==> config.mk <==
export PLATFORM = sky130hd
export DESIGN_NAME = dsss_spreader_tx
export DESIGN_NICKNAME = d
export VERILOG_FILES = /design/src/rtl/dsss_pkg.sv /design/src/rtl/dsss_chip_timer.sv /design/src/rtl/dsss_pn_gen.sv /design/src/rtl/dsss_frame_shifter.sv /design/src/rtl/dsss_spreader_tx.sv
export SDC_FILE = /design/constraint.sdc
export NUM_CORES = 1
export LEC_CHECK = 0
export BUFFER_PORTS_ARGS = -buffer_cell sky130_fd_sc_hd__buf_2
export CORE_UTILIZATION = 45
export CTS_BUF_LIST = sky130_fd_sc_hd__clkbuf_8
export CTS_CLUSTER_DIAMETER = 40
export DETAILED_ROUTE_END_ITERATION = 6
export GPL_TIMING_DRIVEN = 1
export PLACE_DENSITY = 0.67
export SLEW_MARGIN = 40
export SYNTH_ARGS = -nofsm -noshare
export SYNTH_HDL_FRONTEND = slang
export SYNTH_SLANG_ARGS = --single-unit
==> constraint.sdc <==
create_clock -name clk -period 3.7 [get_ports clk]
set_clock_uncertainty 0.15 [all_clocks]
set_input_delay 0.74 -clock clk [delete_from_list [all_inputs] [get_ports clk]]
set_output_delay 0.74 -clock clk [all_outputs]
set_load 0.02 [all_outputs]
==> src/rtl/dsss_pkg.sv <==
package dsss_pkg;
  localparam int PN_W      = 5;
  localparam int CHIPS     = (1 << PN_W) - 1;
  localparam int NIB_W     = 4;
  localparam int CHK_W     = 3;
  localparam int CW_LEN    = NIB_W + CHK_W;
  localparam int SYNC_LEN  = CW_LEN;

  // Check bits {p2,p1,p0} of the (7,4) code.
  function automatic logic [CHK_W-1:0] ham_checks(input logic [NIB_W-1:0] d);
    ham_checks[2] = d[3] ^ d[2] ^ d[1];
    ham_checks[1] = d[3] ^ d[2] ^ d[0];
    ham_checks[0] = d[3] ^ d[1] ^ d[0];
  endfunction

  // Codeword, first-sent bit in the MSB.
  function automatic logic [CW_LEN-1:0] ham_codeword(input logic [NIB_W-1:0] d);
    ham_codeword = {d, ham_checks(d)};
  endfunction

  // One step of the x^5+x^2+1 generator; output chip is state[4].
  function automatic logic [PN_W-1:0] pn_advance(input logic [PN_W-1:0] s);
    pn_advance = {s[3:0], s[4] ^ s[2]};
  endfunction
endpackage

==> src/rtl/dsss_chip_timer.sv <==
module dsss_chip_timer #(
  parameter int CHIPS = 31
) (
  input  logic                     clk,
  input  logic                     rst_n,
  input  logic                     start,
  input  logic                     run,
  output logic [$clog2(CHIPS)-1:0] chip_idx,
  output logic                     bit_end
);
  localparam int IW = $clog2(CHIPS);
  localparam logic [IW-1:0] LAST = IW'(CHIPS - 1);

  assign bit_end = run && (chip_idx == LAST);

  always_ff @(posedge clk) begin
    if (!rst_n)        chip_idx <= '0;
    else if (start)    chip_idx <= '0;
    else if (bit_end)  chip_idx <= '0;
    else if (run)      chip_idx <= chip_idx + 1'b1;
  end
endmodule

==> src/rtl/dsss_pn_gen.sv <==
module dsss_pn_gen
  import dsss_pkg::*;
#(
  parameter logic [PN_W-1:0] SEED = 5'b00001
) (
  input  logic            clk,
  input  logic            rst_n,
  input  logic            restart,
  input  logic            advance,
  output logic [PN_W-1:0] pn_state,
  output logic            pn_chip
);
  assign pn_chip = pn_state[PN_W-1];

  always_ff @(posedge clk) begin
    if (!rst_n)        pn_state <= SEED;
    else if (restart)  pn_state <= SEED;
    else if (advance)  pn_state <= pn_advance(pn_state);
  end
endmodule

==> src/rtl/dsss_frame_shifter.sv <==
module dsss_frame_shifter #(
  parameter int LEN = 25
) (
  input  logic                     clk,
  input  logic                     rst_n,
  input  logic                     load,
  input  logic [LEN-1:0]           load_vec,
  input  logic [$clog2(LEN+1)-1:0] load_bits,
  input  logic                     shift,
  output logic [LEN-1:0]           frame_q,
  output logic                     cur_bit,
  output logic                     last_bit
);
  localparam int CW = $clog2(LEN + 1);
  logic [CW-1:0] bits_left;

  assign cur_bit  = frame_q[LEN-1];
  assign last_bit = (bits_left == CW'(1));

  always_ff @(posedge clk) begin
    if (!rst_n) begin
      frame_q   <= '0;
      bits_left <= '0;
    end else if (load) begin
      frame_q   <= load_vec;
      bits_left <= load_bits;
    end else if (shift) begin
      frame_q   <= {frame_q[LEN-2:0], 1'b0};
      bits_left <= bits_left - 1'b1;
    end
  end
endmodule

==> src/rtl/dsss_spreader_tx.sv <==
module dsss_spreader_tx
  import dsss_pkg::*;
#(
  parameter int                HDR_ONES = 10,
  parameter logic [PN_W-1:0]   PN_SEED  = 5'b00001
) (
  input  logic             clk,
  input  logic             rst_n,
  input  logic             tx_enable,
  input  logic             nib_valid,
  input  logic [NIB_W-1:0] nib_data,
  output logic             chip_out,
  output logic             busy
);
  localparam int HDR_LEN   = HDR_ONES + 1;
  localparam int FRAME_LEN = HDR_LEN + SYNC_LEN + CW_LEN;
  localparam int BW        = $clog2(FRAME_LEN + 1);
  localparam int IW        = $clog2(CHIPS);
  localparam logic [HDR_LEN-1:0]  HDR_VEC  = {{HDR_ONES{1'b1}}, 1'b0};
  localparam logic [SYNC_LEN-1:0] SYNC_VEC = ham_codeword('0);

  // Named internal events
  logic                 accept;
  logic                 bit_end;
  logic                 last_bit;
  logic                 cur_bit;
  logic                 pn_chip;
  logic [PN_W-1:0]      pn_state;
  logic [IW-1:0]        chip_idx;
  logic [FRAME_LEN-1:0] frame_q;
  logic                 busy_q;
  logic                 framed_q;
  logic [FRAME_LEN-1:0] load_vec;
  logic [BW-1:0]        load_bits;

  assign accept = !busy_q && tx_enable && nib_valid;

  always_comb begin
    if (framed_q) begin
      load_vec  = {ham_codeword(nib_data), {(FRAME_LEN - CW_LEN){1'b0}}};
      load_bits = BW'(CW_LEN);
    end else begin
      load_vec  = {HDR_VEC, SYNC_VEC, ham_codeword(nib_data)};
      load_bits = BW'(FRAME_LEN);
    end
  end

  dsss_chip_timer #(.CHIPS(CHIPS)) i_timer (
    .clk      (clk),
    .rst_n    (rst_n),
    .start    (accept),
    .run      (busy_q),
    .chip_idx (chip_idx),
    .bit_end  (bit_end)
  );

  dsss_pn_gen #(.SEED(PN_SEED)) i_pn (
    .clk      (clk),
    .rst_n    (rst_n),
    .restart  (accept || bit_end),
    .advance  (busy_q),
    .pn_state (pn_state),
    .pn_chip  (pn_chip)
  );

  dsss_frame_shifter #(.LEN(FRAME_LEN)) i_frame (
    .clk       (clk),
    .rst_n     (rst_n),
    .load      (accept),
    .load_vec  (load_vec),
    .load_bits (load_bits),
    .shift     (bit_end),
    .frame_q   (frame_q),
    .cur_bit   (cur_bit),
    .last_bit  (last_bit)
  );

  always_ff @(posedge clk) begin
    if (!rst_n) begin
      busy_q   <= 1'b0;
      framed_q <= 1'b0;
    end else begin
      if (accept)                    busy_q <= 1'b1;
      else if (bit_end && last_bit)  busy_q <= 1'b0;
      if (accept)                    framed_q <= 1'b1;
      else if (!busy_q && !tx_enable) framed_q <= 1'b0;
    end
  end

  assign busy     = busy_q;
  assign chip_out = busy_q & (cur_bit ^ pn_chip);
endmodule

# Yosys cells after proc, flatten, opt, wreduce, memory -nomap -nowiden
# Index checks and enable logic that the tools add are counted.
op_classes:
  add_sub_neg: 2
  bitwise_logic: 9
  n_mux: 10
  n_reduce_logical: 13
  n_eq_ne: 2
op_table:
  columns: ["cell", "count"]
  rows:
  - ["2-to-1 mux 25 bit", 3]
  - ["2-to-1 mux 5 bit", 3]
  - ["bitwise XOR 1 bit", 7]
  - ["nonzero test 2 bit", 3]
  - ["adder 5 x 1 -> 5 bit (second input constant)", 1]
  - ["== test 5 x 1 -> 1 bit (second input constant)", 1]
  - ["== test 5 bit (second input constant)", 1]
  - ["logical AND 1 bit", 5]
  - ["subtractor 5 x 1 -> 5 bit (second input constant)", 1]
  - ["2-to-1 mux 1 bit", 4]
  - ["OR reduction 3 bit", 1]
  - ["zero test 1 bit", 2]
  - ["OR reduction 2 bit", 1]
  - ["bitwise AND 1 bit", 1]
  - ["logical OR 1 bit", 1]
  - ["inverter 1 bit", 1]
word_totals:
  output_inout_bits: 2
  word_cells: 42
  reg_bits: 42
  input_bits: 8

# Depth between registers and ports, before layout
# Gate-level depths: netlist of run 1.
logic_depth:
  word_depth: 5
  depth_mapped: 7
  depth_no_buf: 5

# Hierarchy
# From an unflattened synthesis of run 1, not the netlist that was laid out.
unflattened:
  hier_cells: 247
  area_unflattened_um2: 2210.9
by_module_without_submodules:
  columns: ["module", "seq_area_each_um2", "n_inst", "area_each_um2", "cells_per_inst"]
  rows:
  - ["dsss_frame_shifter", 600.6, 1, 1472.7, 168]
  - ["dsss_spreader_tx", 40.0, 1, 265.3, 34]
  - ["dsss_chip_timer", 100.1, 1, 240.2, 25]
  - ["dsss_pn_gen", 100.1, 1, 232.7, 20]

# Least setup slack after synthesis of run 1
# Ideal clock, no wire load.
synth_path:
  path_kind: "register to output"
  start: "reg busy_q (netlist: busy)"
  end: "out chip_out"
  arrival_ps: 982
  path_stages_with_launch: 4
  path_slack_ps: 1828
  required_time_ps: 2810
  path_buffers: 1
  cell_sequence: "dfxtp_1 > buf_4 > inv_1 > nor2_1"
synth_via:
  elab_chain_cells: 1
synth_rtl:
  columns: ["item", "line", "rtl"]
  rows:
  - ["start: declaration", "dsss_spreader_tx.sv:31", "logic busy_q;"]
  - ["start signal: assignment", "dsss_spreader_tx.sv:80", "busy_q <= 1'b0;"]
  - ["start signal: assignment", "dsss_spreader_tx.sv:83", "if (accept) busy_q <= 1'b1;"]
  - ["start signal: assignment", "dsss_spreader_tx.sv:84", "else if (bit_end && last_bit) busy_q <= 1'b0;"]
  - ["bitwise AND 1 bit", "dsss_spreader_tx.sv:91", "assign chip_out = busy_q & (cur_bit ^ pn_chip);"]
  - ["end: declaration", "dsss_spreader_tx.sv:12", "output logic chip_out,"]
# Every way passes these cells.

# Final worst setup path of run 1
# Ends and elaborated chain as after synthesis.

==> reports/results.ini, run 1 <==
[grt]
met1_usage_pct=24.40
grtUsageMet3_pct=3.488
antenna_found_initial=0
grt_usage_pct=17.80
met2_usage_pct=27.94
overflow=0
gr-max-usage-layer=met2
grt_max_degree=33
grt_pass1_wl_um=6989
first_global_vias=1514

[finish]
layout_commonest_cell=dfxtp_1
area_delta_synth_final_pct=6.855
drive_gt1_share_pct=11.11
antenna_cells_inserted=0
nets=236
layout_common_cells=dfxtp_1, nand3_1, a21oi_1, nor2_1, o21ai_0

[clock_network]
root_buffer=clkbuf_8
numCtsBuffers=5
path_clk_slew_ns=0.08
htree_levels=2
clock_latency_ns=0.29
cts_hold_buf=0
clock-sinks=42
cts_tree=done
clock_path_buffers=2
postCtsSetupRepairBufs=0
ctsResizeCount=0

[routing]
vias=1685
vias_per_cell=6.083
wirelength_um=4177
drt_iter0_markers=129
drc=0
drt.antenna.violating_nets=0
drt-pass1-iter-count=4
wl_per_cell_um=15.08

[logic_synthesis]
synth_fp_nets=237
synth_area_mm2=0.002044
synth_seq_cells=42
synthArstFlopShare_pct=0
synth_cells=225
synth_top_flop_cell=dfxtp_1
synth_cell_types=44
synth_edf_count=0
ys_seq_area_share_pct=41.13
yosys_warnings=0
syn_area_per_cell_um2=9.086

[floorplan]
fp.coreArea_mm2=0.004354
start_util_pct=46.95
rows=24
die_h_um=69.41
die_width_um=69.41
ios=10
dieArea_mm2=0.004817

[critical_path]
critPathArrivalTime_ns=1.24
crit_fanout=19
r2r_slack_ns=1.60
r2r_cells=5
startpoint=busy$_SDFFE_PN0P_
end_kind=output pin
cp.required_ns=2.81
setup.worst_path.start_class=register
critPathKind=register to output pin
reg2reg_to=i_frame.frame_q[1]$_SDFFE_PN0P_
r2r-start=busy$_SDFFE_PN0P_

[run_status]
outcome=finished, final reports clean

[sta]
drv_slew=0
worst_slew_pin_slew_ns=0.5705
grt_setup_unrepaired=false
slew_headroom_pct=61.73
tns_ns=0
period_share_pct=57.53
setup_viol_count_final=0
hold_violations=0
fmax_mhz=469.8
fin_crit_ns=2.129

[placed_design]
io_buffer_count=9
dpl.hpwl_um=2531
gp_congestion=0.7578

[worst_hold_path]
hold_depth=2
min_to=i_frame.frame_q[7]$_SDFFE_PN0P_
hold_class=register to register
hold_path_startpoint=i_frame.frame_q[6]$_SDFFE_PN0P_

[run]
cap_violations=0

[power]
total_power_w=0.0009272
vdd_ir_drop_max_uv=302.4
power_density_mw_per_mm2=424.4
p_leak_nw=0.7825

## state kept, by name, indices dropped and copies added, names as in the netlist
signal,flops
i_timer.chip_idx,5
i_frame.frame_q,25
i_pn.pn_state,5
framed_q,1
busy,1
i_frame.bits_left,5
## final cells by class
| class | instances | area [um^2] |
|---|---|---|
| Clock buffer | 5 | 68.82 |
| Clock inverter | 3 | 37.54 |
| Fill cell | 432 | 2170 |
| Inverter | 7 | 26.28 |
| Multi-Input combinational cell | 156 | 1079 |
| Sequential cell | 42 | 840.8 |
| Tap cell | 52 | 65.06 |
| Timing Repair Buffer | 12 | 67.56 |
## logic make-up (layout without fill, tap and decap cells)
group	Yosys count	after routing	share of synthesized area [%]
simple gates	70	70	19.10
compound gates	69	69	23.26
flops	42	42	41.13
buf+inv	27	27	6.242
xor+xnor	9	9	5.875
fa+ha+maj	4	4	2.448
mux	4	4	1.958
## synth_stat cells (5+ instances only)
library cell,n,area (um^2)
dfxtp_1,42,840.8
buf_2,6,30.03
clkbuf_1,10,37.54
nor3_1,5,25.02
o211ai_1,9,67.56
o21ai_0,14,70.07
a311oi_1,8,70.07
nand3_1,25,125.1
nor2_1,14,52.55
a21oi_1,16,80.08
nor3b_1,5,37.54
inv_1,6,22.52
## critical path: stages, from the launching register on
cell	delay (ns)
dfxtp_1	0.31
buf_4	0.23
inv_1	0.13
nor2_1	0.11
buf_2	0.16
## power breakdown
part	switching [W]	internal (W)	total [W]
Clock	0.000153	0.000196	0.000350
Combinational	0.0000488	0.0000406	0.0000894
Sequential	0.0000151	0.000473	0.000488
Total	0.000217	0.000710	0.000927
## per-stage QoR
step | area, um^2 | util [%] | worst slack (ns) | cells | hold slack [ns]
after floorplan | 2044 | - | 1.828 | 225 | 0.2853
after global placement | 2076 | 47.67 | 1.350 | 269 | 0.3072
after detailed placement | 2076 | 47.67 | 1.304 | 269 | 0.3074
after CTS | 2182 | 50.11 | 1.402 | 277 | 0.3218
after global routing | 2185 | 50.17 | 1.489 | 277 | 0.3544
final | 2185 | 50.17 | 1.571 | 277 | 0.3186
## worst max path at each step
stage | to | slack (ns) | cells after the start
5_1_grt | chip_out | 1.49 | 4
2_1_floorplan | chip_out | 1.83 | 3
3_3_place_gp | i_frame.frame_q[1]$_SDFFE_PN0P_ | 1.35 | 5
4_1_cts | i_pn.pn_state[0]$_SDFFE_PP1P_ | 1.40 | 5
3_5_place_dp | i_frame.frame_q[1]$_SDFFE_PN0P_ | 1.30 | 5
6_report | chip_out | 1.57 | 4
## metal layers
metal  share of wire, %  vias to the layer above
li1                   -                      843
met1                 50                      803
met2                 46                       31
met3                2.9                        8
met4                1.4                        0
met5                  0                        -
Power figures use the tool's default switching activity.
==> inputs of run 2 (changes only) <==
PLACE_DENSITY = 0.69   (was 0.67)
clock period = 1.8 ns   (was 3.7 ns; I/O delays follow)
==> run 2 against run 1 <==
Against the previous run: total power rose by 99%; utilization rose by 2.4 points; setup slack got worse by 1.5 ns; critical path type unchanged; sequential share of layout area fell by 1.7 points; count of clock-buffer cells in the layout rose by 1.
==> reports/results.ini, run 2 (synthesis results as in run 1) <==
[floorplan]
dieArea_mm2=0.004817  ; unchanged
rows=24  ; unchanged
fp.coreArea_mm2=0.004354  ; unchanged
ios=10  ; unchanged
die_width_um=69.41  ; unchanged
die_h_um=69.41  ; unchanged
start_util_pct=46.95  ; unchanged

[routing]
drc=0  ; unchanged
vias_per_cell=5.828  ; -4.2%
drt-pass1-iter-count=4  ; unchanged
wirelength_um=4113  ; -1.5%
vias=1690  ; +0.30%
wl_per_cell_um=14.18  ; -5.9%
drt_iter0_markers=124  ; -3.9%
drt.antenna.violating_nets=0  ; unchanged

[critical_path]
crit_path_cell_trace=buf_6, inv_1, nor2_1, buf_2
reg2reg_to=busy$_SDFFE_PN0P_
slowest_stage=dfxtp_2
path_delay_family=buffers and inverters
critPathKind=register to output pin
crit_fanout=10  ; -9
critical_path_buf_inv_count=3  ; unchanged
critPathArrivalTime_ns=1.19  ; -0.05 ns
end_kind=output pin
setup.worst_path.start_class=register
critPathMaxStageDelay_ns=0.39  ; +0.08 ns
r2r_slack_ns=0.12  ; -1.48 ns
r2r_cells=5  ; unchanged
r2r-start=i_frame.bits_left[1]$_SDFFE_PN0P_
cp.required_ns=1.29  ; -1.52 ns

[sta]
fmax_mhz=587.3
fin_crit_ns=1.703
hold_violations=0  ; unchanged
period_share_pct=94.60
slew_headroom_pct=69.21  ; +7.5 points
tns_ns=0  ; unchanged
drv_slew=0  ; unchanged
setup_viol_count_final=0  ; unchanged
worst_slew_pin_slew_ns=0.4612  ; -0.1092 ns
grt_setup_unrepaired=false

[clock_network]
htree_levels=2  ; unchanged
cts_tree=done
clock_path_buffers=2  ; unchanged
root_buffer=clkbuf_8
postCtsSetupRepairBufs=0  ; unchanged
clock_latency_ns=0.30  ; about the same
numCtsBuffers=5  ; unchanged
clock-sinks=42  ; unchanged
path_clk_slew_ns=0.08  ; about the same

[worst_hold_path]
min_to=framed_q$_SDFFE_PN0P_
hold_depth=3  ; +1
hold_path_startpoint=rst_n
hold_class=input pin to register

[finish]
layout_commonest_cell=dfxtp_1
largest_reg_flops=25  ; unchanged
drive_gt1_share_pct=17.23  ; +6.1 points
seqCellArea_um2=842.1  ; +0.15%
nets=249  ; +5.5%
multi_input_area_mm2=0.001077  ; -0.12%
largest-register=i_frame.frame_q
layout_common_cells=dfxtp_1, nand3_1, a21oi_1
nFillCells=417  ; -3.5%
area_delta_synth_final_pct=11.87
antenna_cells_inserted=0  ; unchanged

[placed_design]
gp_congestion=0.7370  ; -2.7%
io_buffer_count=9  ; unchanged
dpl.hpwl_um=2739  ; +8.2%

[grt]
antenna_found_initial=0  ; unchanged
overflow=0  ; unchanged
grt_usage_pct=18.58  ; +0.78 points
grt_pass1_wl_um=7334  ; +4.9%
grt_max_degree=38  ; +15%
first_global_vias=1539  ; +1.7%

[power]
p_leak_nw=0.8409  ; +7.5%
power_density_mw_per_mm2=804.8  ; +90%
total_power_w=0.001841  ; +99%
vdd_ir_drop_max_uv=455.5  ; +51%

[run]
cap_violations=0  ; unchanged

[run_status]
outcome=finished, final reports clean

## run 2: timing repair
action | CTS | global route
hold buffers | 0 | 0
setup endpoints to repair | 3 | 7
resized for setup | 2 | 2
## run 2: worst max path at each step
stage / slack (ns) / cells after the start / to / from
global route: 0.02 / 4 / chip_out / busy$_SDFFE_PN0P_
CTS: 0.04 / 4 / chip_out / busy$_SDFFE_PN0P_
finish: 0.1 / 4 / chip_out / busy$_SDFFE_PN0P_
floorplan: 0.17 / 5 / i_pn.pn_state[0]$_SDFFE_PP1P_ / busy$_SDFFE_PN0P_
detailed placement: 0.002 / 6 / i_frame.bits_left[4]$_SDFFE_PN0P_ / i_timer.chip_idx[0]$_SDFFE_PP0P_
global placement: 0.08 / 6 / i_frame.bits_left[4]$_SDFFE_PN0P_ / i_timer.chip_idx[0]$_SDFFE_PP0P_
## run 2: cell type report
cell class	count	area share [%]
well taps	52	2.845
repair buffers	25	7.932
clock inverters	2	0.5470
multi-input cells	156	47.10
flip-flops and latches	42	36.82
inverters	7	1.149
clock buffers	6	3.611
## run 2: worst register-to-register path, delay by kind of cell, from the launching register on
kind                     cells  cell delay (ns)
adder cells (fa/ha/maj)      1             0.15
flip-flops                   1             0.33
buffers and inverters        1             0.07
AND/OR/NAND/NOR              3             0.87
## run 2: per-stage QoR
step | cells | setup WS (ns) | hold slack [ns] | util, % | area (um^2)
2_1_floorplan | 225 | 0.1708 | 0.2853 | - | 2044
3_3_place_gp | 282 | 0.08312 | 0.3059 | 50.20 | 2186
3_5_place_dp | 282 | 0.002088 | 0.3052 | 50.20 | 2186
4_1_cts | 290 | 0.03712 | 0.1666 | 52.41 | 2282
5_1_grt | 290 | 0.01911 | 0.1966 | 52.53 | 2287
6_report | 290 | 0.09722 | 0.1735 | 52.53 | 2287
## run 2: layer usage
metal	vias up	share of wire, %	wire (um)	GRT usage [%]
met4	0	1.1	46	7.029
met1	803	51	2116	27.77
met2	19	45	1831	25.89
met3	5	2.9	118	4.070
li1	863	-	-	-
met5	-	0	0	0
## run 2: where the power goes
group / total, W / internal (W) / leakage, nW / switching [W]
combinational: 0.000204 / 0.000100 / 0.450 / 0.000104
sequential: 0.00100 / 0.000972 / 0.344 / 0.0000291
clock: 0.000636 / 0.000308 / 0.0472 / 0.000327
total: 0.00184 / 0.00138 / 0.841 / 0.000460
